==> src/rtl/tmr_pkg.sv <==
package tmr_pkg;

    localparam int unsigned REG_CTRL   = 0;
    localparam int unsigned REG_MODE   = 1;
    localparam int unsigned REG_COUNT  = 2;
    localparam int unsigned REG_PRESC  = 3;
    localparam int unsigned REG_FLAGS  = 4;
    localparam int unsigned REG_IRQEN  = 5;
    localparam int unsigned REG_MRST   = 6;
    localparam int unsigned REG_CAPCFG = 7;
    localparam int unsigned REG_MATCH0 = 8;
    localparam int unsigned REG_CAP0   = 16;
    localparam int unsigned MODE_SEL_LSB = 8;

    typedef enum logic [1:0] {
        SRC_CLK  = 2'd0,
        SRC_RISE = 2'd1,
        SRC_FALL = 2'd2,
        SRC_BOTH = 2'd3
    } src_e;

    typedef struct packed {
        logic hold;
        logic run;
    } ctrl_t;

    function automatic logic src_hit(src_e s, logic r, logic f);
        case (s)
            SRC_RISE: return r;
            SRC_FALL: return f;
            SRC_BOTH: return r | f;
            default:  return 1'b0;
        endcase
    endfunction

    function automatic logic cap_hit(logic [1:0] cfg, logic r, logic f);
        return (cfg[0] & r) | (cfg[1] & f);
    endfunction

endpackage

==> src/rtl/tmr_edge_sync.sv <==
module tmr_edge_sync #(
    parameter int unsigned WIDTH = 2
) (
    input  logic             clk,
    input  logic             rst,
    input  logic [WIDTH-1:0] pin,
    output logic [WIDTH-1:0] rise,
    output logic [WIDTH-1:0] fall
);
    for (genvar g = 0; g < WIDTH; g++) begin : g_ch
        // [0] first stage, [1] synchronized, [2] previous synchronized
        logic [2:0] sh;
        always_ff @(posedge clk) begin
            if (rst) sh <= '0;
            else     sh <= {sh[1:0], pin[g]};
        end
        assign rise[g] =  sh[1] & ~sh[2];
        assign fall[g] = ~sh[1] &  sh[2];
    end
endmodule

==> src/rtl/tmr_count_core.sv <==
module tmr_count_core
    import tmr_pkg::*;
#(
    parameter int unsigned CNT_W = 32,
    parameter int unsigned NM    = 4
) (
    input  logic                     clk,
    input  logic                     rst,
    input  logic                     run,
    input  logic                     hold,
    input  src_e                     src,
    input  logic                     ext_rise,
    input  logic                     ext_fall,
    input  logic [CNT_W-1:0]         presc,
    input  logic                     load,
    input  logic [CNT_W-1:0]         load_val,
    input  logic [NM-1:0][CNT_W-1:0] match_val,
    input  logic [NM-1:0]            match_rst,
    output logic [CNT_W-1:0]         count,
    output logic                     tick,
    output logic [NM-1:0]            match_ev,
    output logic                     rst_hit
);
    logic [CNT_W-1:0] pc_q;
    logic [CNT_W-1:0] nxt;
    logic             pc_wrap;
    logic             adv_ok;

    assign pc_wrap = (pc_q == presc);
    assign adv_ok  = run & ~hold;
    assign nxt     = count + CNT_W'(1);

    always_comb begin
        if (src == SRC_CLK) tick = adv_ok & pc_wrap;
        else                tick = adv_ok & src_hit(src, ext_rise, ext_fall);
    end

    for (genvar i = 0; i < NM; i++) begin : g_cmp
        assign match_ev[i] = tick & (nxt == match_val[i]);
    end

    assign rst_hit = |(match_ev & match_rst);

    always_ff @(posedge clk) begin
        if (rst)       count <= '0;
        else if (load) count <= load_val;
        else if (hold) count <= '0;
        else if (tick) count <= rst_hit ? '0 : nxt;
    end

    always_ff @(posedge clk) begin
        if (rst || hold)
            pc_q <= '0;
        else if (run && src == SRC_CLK)
            pc_q <= pc_wrap ? '0 : pc_q + CNT_W'(1);
    end
endmodule

==> src/rtl/tmr_capture.sv <==
module tmr_capture
    import tmr_pkg::*;
#(
    parameter int unsigned CNT_W = 32,
    parameter int unsigned NC    = 2
) (
    input  logic                     clk,
    input  logic                     rst,
    input  logic [NC-1:0]            rise,
    input  logic [NC-1:0]            fall,
    input  logic [2*NC-1:0]          cfg,
    input  logic [CNT_W-1:0]         count,
    output logic [NC-1:0]            cap_ev,
    output logic [NC-1:0][CNT_W-1:0] cap_val
);
    for (genvar j = 0; j < NC; j++) begin : g_ev
        assign cap_ev[j] = cap_hit(cfg[2*j +: 2], rise[j], fall[j]);
    end

    always_ff @(posedge clk) begin
        if (rst) begin
            cap_val <= '0;
        end else begin
            for (int j = 0; j < NC; j++)
                if (cap_ev[j]) cap_val[j] <= count;
        end
    end
endmodule

==> src/rtl/tmr_irq_flags.sv <==
module tmr_irq_flags #(
    parameter int unsigned NF = 6
) (
    input  logic          clk,
    input  logic          rst,
    input  logic [NF-1:0] ev,
    input  logic [NF-1:0] clr,
    input  logic [NF-1:0] en,
    output logic [NF-1:0] flags,
    output logic          irq
);
    // per bit: a set always wins over a same-cycle clear
    always_ff @(posedge clk) begin
        if (rst) flags <= '0;
        else     flags <= (flags & ~clr) | ev;
    end

    assign irq = |(flags & en);
endmodule

==> src/rtl/mc_timer.sv <==
module mc_timer
    import tmr_pkg::*;
#(
    parameter int unsigned CNT_W     = 32,
    parameter int unsigned NUM_MATCH = 4,
    parameter int unsigned NUM_CAP   = 2,
    parameter int unsigned ADDR_W    = 5
) (
    input  logic                clk,
    input  logic                rst,
    input  logic                bus_wr,
    input  logic [ADDR_W-1:0]   bus_addr,
    input  logic [CNT_W-1:0]    bus_wdata,
    output logic [CNT_W-1:0]    bus_rdata,
    input  logic [NUM_CAP-1:0]  cap_in,
    output logic                irq
);
    localparam int unsigned NF    = NUM_MATCH + NUM_CAP;
    localparam int unsigned SEL_W = (NUM_CAP > 1) ? $clog2(NUM_CAP) : 1;

    ctrl_t                          ctrl_q;
    src_e                           src_q;
    logic [SEL_W-1:0]               sel_q;
    logic [CNT_W-1:0]               presc_q;
    logic [NF-1:0]                  irq_en_q;
    logic [NUM_MATCH-1:0]           mrst_q;
    logic [2*NUM_CAP-1:0]           capcfg_q;
    logic [NUM_MATCH-1:0][CNT_W-1:0] match_q;

    logic [NUM_CAP-1:0]             rise, fall;
    logic                           ext_rise, ext_fall;
    logic [CNT_W-1:0]               count_q;
    logic                           tick;
    logic                           rst_hit;
    logic [NUM_MATCH-1:0]           match_ev;
    logic [NUM_CAP-1:0]             cap_ev;
    logic [NUM_CAP-1:0][CNT_W-1:0]  cap_val;
    logic [NF-1:0]                  ev_all, clr_mask, flags_q;
    logic                           cnt_load, run_en, hold_en;

    function automatic logic wr_at(int unsigned a);
        return bus_wr && (bus_addr == ADDR_W'(a));
    endfunction

    assign run_en   = ctrl_q.run;
    assign hold_en  = ctrl_q.hold;
    assign cnt_load = wr_at(REG_COUNT);
    assign clr_mask = wr_at(REG_FLAGS) ? bus_wdata[NF-1:0] : '0;
    assign ev_all   = {cap_ev, match_ev};

    // configuration registers
    always_ff @(posedge clk) begin
        if (rst) begin
            ctrl_q   <= '0;
            src_q    <= SRC_CLK;
            sel_q    <= '0;
            presc_q  <= '0;
            irq_en_q <= '0;
            mrst_q   <= '0;
            capcfg_q <= '0;
            match_q  <= '0;
        end else begin
            if (wr_at(REG_CTRL))   ctrl_q   <= ctrl_t'(bus_wdata[1:0]);
            if (wr_at(REG_MODE)) begin
                src_q <= src_e'(bus_wdata[1:0]);
                sel_q <= bus_wdata[MODE_SEL_LSB +: SEL_W];
            end
            if (wr_at(REG_PRESC))  presc_q  <= bus_wdata;
            if (wr_at(REG_IRQEN))  irq_en_q <= bus_wdata[NF-1:0];
            if (wr_at(REG_MRST))   mrst_q   <= bus_wdata[NUM_MATCH-1:0];
            if (wr_at(REG_CAPCFG)) capcfg_q <= bus_wdata[2*NUM_CAP-1:0];
            for (int i = 0; i < NUM_MATCH; i++)
                if (wr_at(REG_MATCH0 + i)) match_q[i] <= bus_wdata;
        end
    end

    tmr_edge_sync #(.WIDTH(NUM_CAP)) u_sync (
        .clk  (clk),
        .rst  (rst),
        .pin  (cap_in),
        .rise (rise),
        .fall (fall)
    );

    // count-source input select; an out-of-range select yields no edges
    always_comb begin
        ext_rise = 1'b0;
        ext_fall = 1'b0;
        for (int i = 0; i < NUM_CAP; i++) begin
            if (sel_q == SEL_W'(i)) begin
                ext_rise = rise[i];
                ext_fall = fall[i];
            end
        end
    end

    tmr_count_core #(.CNT_W(CNT_W), .NM(NUM_MATCH)) u_core (
        .clk       (clk),
        .rst       (rst),
        .run       (run_en),
        .hold      (hold_en),
        .src       (src_q),
        .ext_rise  (ext_rise),
        .ext_fall  (ext_fall),
        .presc     (presc_q),
        .load      (cnt_load),
        .load_val  (bus_wdata),
        .match_val (match_q),
        .match_rst (mrst_q),
        .count     (count_q),
        .tick      (tick),
        .match_ev  (match_ev),
        .rst_hit   (rst_hit)
    );

    tmr_capture #(.CNT_W(CNT_W), .NC(NUM_CAP)) u_cap (
        .clk     (clk),
        .rst     (rst),
        .rise    (rise),
        .fall    (fall),
        .cfg     (capcfg_q),
        .count   (count_q),
        .cap_ev  (cap_ev),
        .cap_val (cap_val)
    );

    tmr_irq_flags #(.NF(NF)) u_flags (
        .clk   (clk),
        .rst   (rst),
        .ev    (ev_all),
        .clr   (clr_mask),
        .en    (irq_en_q),
        .flags (flags_q),
        .irq   (irq)
    );

    // read mux
    always_comb begin
        bus_rdata = '0;
        case (bus_addr)
            ADDR_W'(REG_CTRL):   bus_rdata = CNT_W'(ctrl_q);
            ADDR_W'(REG_MODE): begin
                bus_rdata[1:0] = src_q;
                bus_rdata[MODE_SEL_LSB +: SEL_W] = sel_q;
            end
            ADDR_W'(REG_COUNT):  bus_rdata = count_q;
            ADDR_W'(REG_PRESC):  bus_rdata = presc_q;
            ADDR_W'(REG_FLAGS):  bus_rdata = CNT_W'(flags_q);
            ADDR_W'(REG_IRQEN):  bus_rdata = CNT_W'(irq_en_q);
            ADDR_W'(REG_MRST):   bus_rdata = CNT_W'(mrst_q);
            ADDR_W'(REG_CAPCFG): bus_rdata = CNT_W'(capcfg_q);
            default: begin
                for (int i = 0; i < NUM_MATCH; i++)
                    if (bus_addr == ADDR_W'(REG_MATCH0 + i)) bus_rdata = match_q[i];
                for (int j = 0; j < NUM_CAP; j++)
                    if (bus_addr == ADDR_W'(REG_CAP0 + j)) bus_rdata = cap_val[j];
            end
        endcase
    end
endmodule

==> config.mk <==
export PLATFORM = sky130hd
export DESIGN_NAME = mc_timer
export DESIGN_NICKNAME = d
export VERILOG_FILES = /design/src/rtl/tmr_pkg.sv /design/src/rtl/tmr_edge_sync.sv /design/src/rtl/tmr_count_core.sv /design/src/rtl/tmr_capture.sv /design/src/rtl/tmr_irq_flags.sv /design/src/rtl/mc_timer.sv
export SDC_FILE = /design/constraint.sdc
export NUM_CORES = 1
export LEC_CHECK = 0
export BUFFER_PORTS_ARGS = -buffer_cell sky130_fd_sc_hd__clkbuf_2
export CORE_AREA = 4 4 187 189
export CTS_CLUSTER_DIAMETER = 50
export DETAILED_ROUTE_END_ITERATION = 8
export DIE_AREA = 0 0 191 193
export PLACE_DENSITY = 0.82
export SLEW_MARGIN = 0
export SYNTH_ARGS = -nofsm -noshare
export SYNTH_HDL_FRONTEND = slang
export SYNTH_SLANG_ARGS = --single-unit
==> constraint.sdc <==
create_clock -name clk -period 5.15 [get_ports clk]
set_input_delay 0.2575 -clock clk [delete_from_list [all_inputs] [get_ports clk]]
set_output_delay 0.2575 -clock clk [all_outputs]
set_load 0.005 [all_outputs]
==> flow_summary_export.csv <==
group,metric,value,unit
outcome,status,"completed",
power_and_ir_drop,power_frac_comb,10.7,%
setup_path,critical_path.max_fanout,20,
power_and_ir_drop,switching_share,27.4,%
sta,setup-violations-final,0,
setup_path,path_class,"reg2reg",
synthesis,synth_edf_count,0,
synthesis,synthTopCellsByArea,"dfxtp_1, nand2_1, a21oi_1, xor2_1, a22oi_1",
cells_and_area,drive_above_1_share,11.0,%
setup_path,cp_num_cells,13,
power_and_ir_drop,p_sw,1.65,mW
power_and_ir_drop,internal-power,4.37,mW
clock_network,clkTransAtPathRegs,0.06,ns
sta,rsz0062_at_grt,"no",
setup_path,worst_path_max_delay_cell,"nor4_1",
die,die_area,36900,um2
drt,drc,0,
setup_path,cp.required,5.58,ns
synthesis,synthDistinctLibCells,84,
synthesis,synth.net_count,2451,
global_routing,grt_pass1_wl,121,mm
setup_path,worstPathCellList,"ha_1 -> nand3_2 -> or4_4 -> or3_1 -> a31oi_1 -> buf_4 -> nand4_1 -> nor4_1 -> a32oi_1 -> and2_1 -> buf_12 -> a221oi_1 -> nor3_1",
hold_path,hp-class,"in2reg",
power_and_ir_drop,max-vdd-ir-drop,0.281,mV
drt,drt_pass1_iterations,7,
setup_path,reg2reg_from,"u_core.count[1]",
sta,maxSlewViolCount,0,
clock_network,cts_sinks,319,
global_routing,first_global_vias,18416,
drt,wirelength,83.5,mm
global_routing,grt.total_usage,43.9,%
setup_path,cp.arrival,5.14,ns
cells_and_area,fin_util,61.2,%
clock_network,clk_latency,0.59,ns
synthesis,netlist_area,18100,um2
clock_network,cts_tree,"yes",
setup_path,rr_worst_depth,13,
setup_path,start_kind,"flip-flop",
sta,max_freq,0.212,GHz
drt,drt_iter0_markers,2780,
placement,portBuffers,74,
setup_path,cp-startpoint,"u_core.count[1]",
sta,fin_worst_skew,0.0305,ns
synthesis,ys_seq_elements,319,
synthesis,synth-seq-area-share,35.3,%
synthesis,synth_warnings,0,
die,die_h,193,um
sta,tightest_slew,1.17,ns
setup_path,crit_path_max_incr_delay,0.65,ns
global_routing,grt_antenna_before_repair,5,
synthesis,yosysTopAreaCell,"dfxtp_1",
power_and_ir_drop,p_leak,7.24,nW
synthesis,synth.avg_cell_area,7.52,um2
sta,timing.hold.ws,0.00636,ns
cells_and_area,area_growth,12.6,%
die,start_util,54.4,%
synthesis,synthFlopType,"dfxtp_1",
power_and_ir_drop,clkPwrFrac,46.7,%
global_routing,grt_max_degree,108,
clock_network,cts_htree_levels,2,
setup_path,endpoint_kind,"flip-flop",
sta,slew_headroom,19.8,%
sta,fin_crit_sh,91.4,%
drt,wire_per_inst,28.8,um
power_and_ir_drop,pwr-share-seq,42.6,%
synthesis,synthArstFlopShare,0,%
sta,finalSetupTns,0,ns
clock_network,cts_max_path_buffers,3,
drt,via_count,19753,
placement,post-dp-hpwl,59.3,mm
global_routing,overflow,0,
die,core,33300,um2
clock_network,cts-root-buf,"clkbuf_16",
sta,hold_violations,0,
die,fp-row-count,67,
cells_and_area,nNetsFinal,2469,
drt,antenna_left,0,
die,die_w,191,um
synthesis,synth_top_area_share,35.3,%
setup_path,path_delay_family,"simple AND/OR/NAND/NOR gates",
synthesis,syn_inst,2407,
power_and_ir_drop,cellPowerDensity,295,nW/um2
die,io_pins,75,
hold_path,min_path_cells,3,
setup_path,crit_buf_inv,2,
placement,gp_congestion,1.07,
run,max_cap_viol_count,0,
power_and_ir_drop,power,6.02,mW
hold_path,hold_start,"bus_wdata[14]",
clock_network,cts_resized,0,
clock_network,cts_made_buffers,40,
drt,routed_via_density,6.80,
sta,fin_crit,4.71,ns
cell families (layout without fill, tap and decap cells):
logic type	after synthesis	in the layout	share of synthesized area, %
buffers and inverters	219	265	4.80
other	0	3	0
DFF	319	319	35.3
muxes	41	41	2.30
AOI/OAI and AO/OA	610	610	21.2
xor gates and xnor gates	171	171	9.35
and+or+nand+nor	1044	1044	26.9
adders and majority gates	3	3	0.194
synth_stat cells, types with 28 or more instances:
library cell and count:
nor2b_1 44, o21ai_0 58, xor2_1 89, a21oi_1 289, dfxtp_1 319, and3_1 28
mux2i_1 36, a22oi_1 92, nand2_1 566, clkbuf_1 164, xnor2_1 68, nor3_1 40
nor4_1 30, nand3_1 70, nor2_1 125, nand4_1 38
stage by stage:
stage,cell area (um2),instances,setup WS (ns)
floorplan,18100,2407,1.52
global placement,19000,2826,0.508
detailed placement,19000,2826,0.653
CTS,20400,2901,0.587
global route,20400,2902,0.281
finish,20400,2904,0.442
cell usage in the layout, fill, tap and decap left out, drive strengths merged, types with 60 or more instances in the layout:
cell / n
nand2: 566
dfxtp: 319
a21oi: 289
clkbuf: 128
nor2: 126
buf: 95
a22oi: 92
xor2: 89
nand3: 71
xnor2: 68
o21ai: 60
layout make-up:
type,instances,area (um2)
Fill cell,2904,12900
Multi-Input combinational cell,1869,10900
Sequential cell,319,6390
Timing Repair Buffer,173,1160
Clock buffer,55,1130
Tap cell,448,561
Clock inverter,15,171
Inverter,22,82.6
Antenna cell,3,7.51
tightest hold or removal path, stage by stage:
cell and delay (ns):
clkbuf_2 0.15, nand2_1 0.08, a21oi_1 0.05
worst paths after layout:
check / to / slack, ns
max: u_core.count[1] / 0.44
min: match_q[110] / 0.006
max reg2reg: u_core.count[1] / 0.44
min reg2reg: u_cap.cap_val[4] / 0.45
layer usage:
metal | global-route usage (%) | part of all wire, % | vias to the layer above
met5 | 0 | 0.038 | -
met4 | 22.3 | 6.2 | 6
met3 | 13.5 | 13 | 357
met2 | 67.0 | 43 | 1486
met1 | 56.5 | 38 | 9366
li1 | - | - | 8538
sequential cells by signal, indices dropped and copies added, names as in the netlist, 2 cells and up:
register        count
match_q           128
u_cap.cap_val      64
presc_q            32
u_core.count       32
u_core.pc_q        32
irq_en_q            6
u_flags.flags       6
u_sync.g_ch.sh      6
capcfg_q            4
mrst_q              4
src_q               2
power by group through the flow:
stage | Sequential (mW) | Combinational, mW | Clock, mW
after floorplan | 2.57 | 0.386 | 0
after global placement | 2.61 | 0.614 | 0
after detailed placement | 2.62 | 0.612 | 0
after CTS | 2.56 | 0.619 | 2.81
after global routing | 2.57 | 0.668 | 2.91
final | 2.57 | 0.645 | 2.81
timing repair:
action / 4_1_cts / 5_1_grt
buffers inserted: 0 / 0
hold buffers: 5 / 0
endpoints found under the hold margin: 12 / 0
Note: power is estimated with default switching activity, not from simulation.
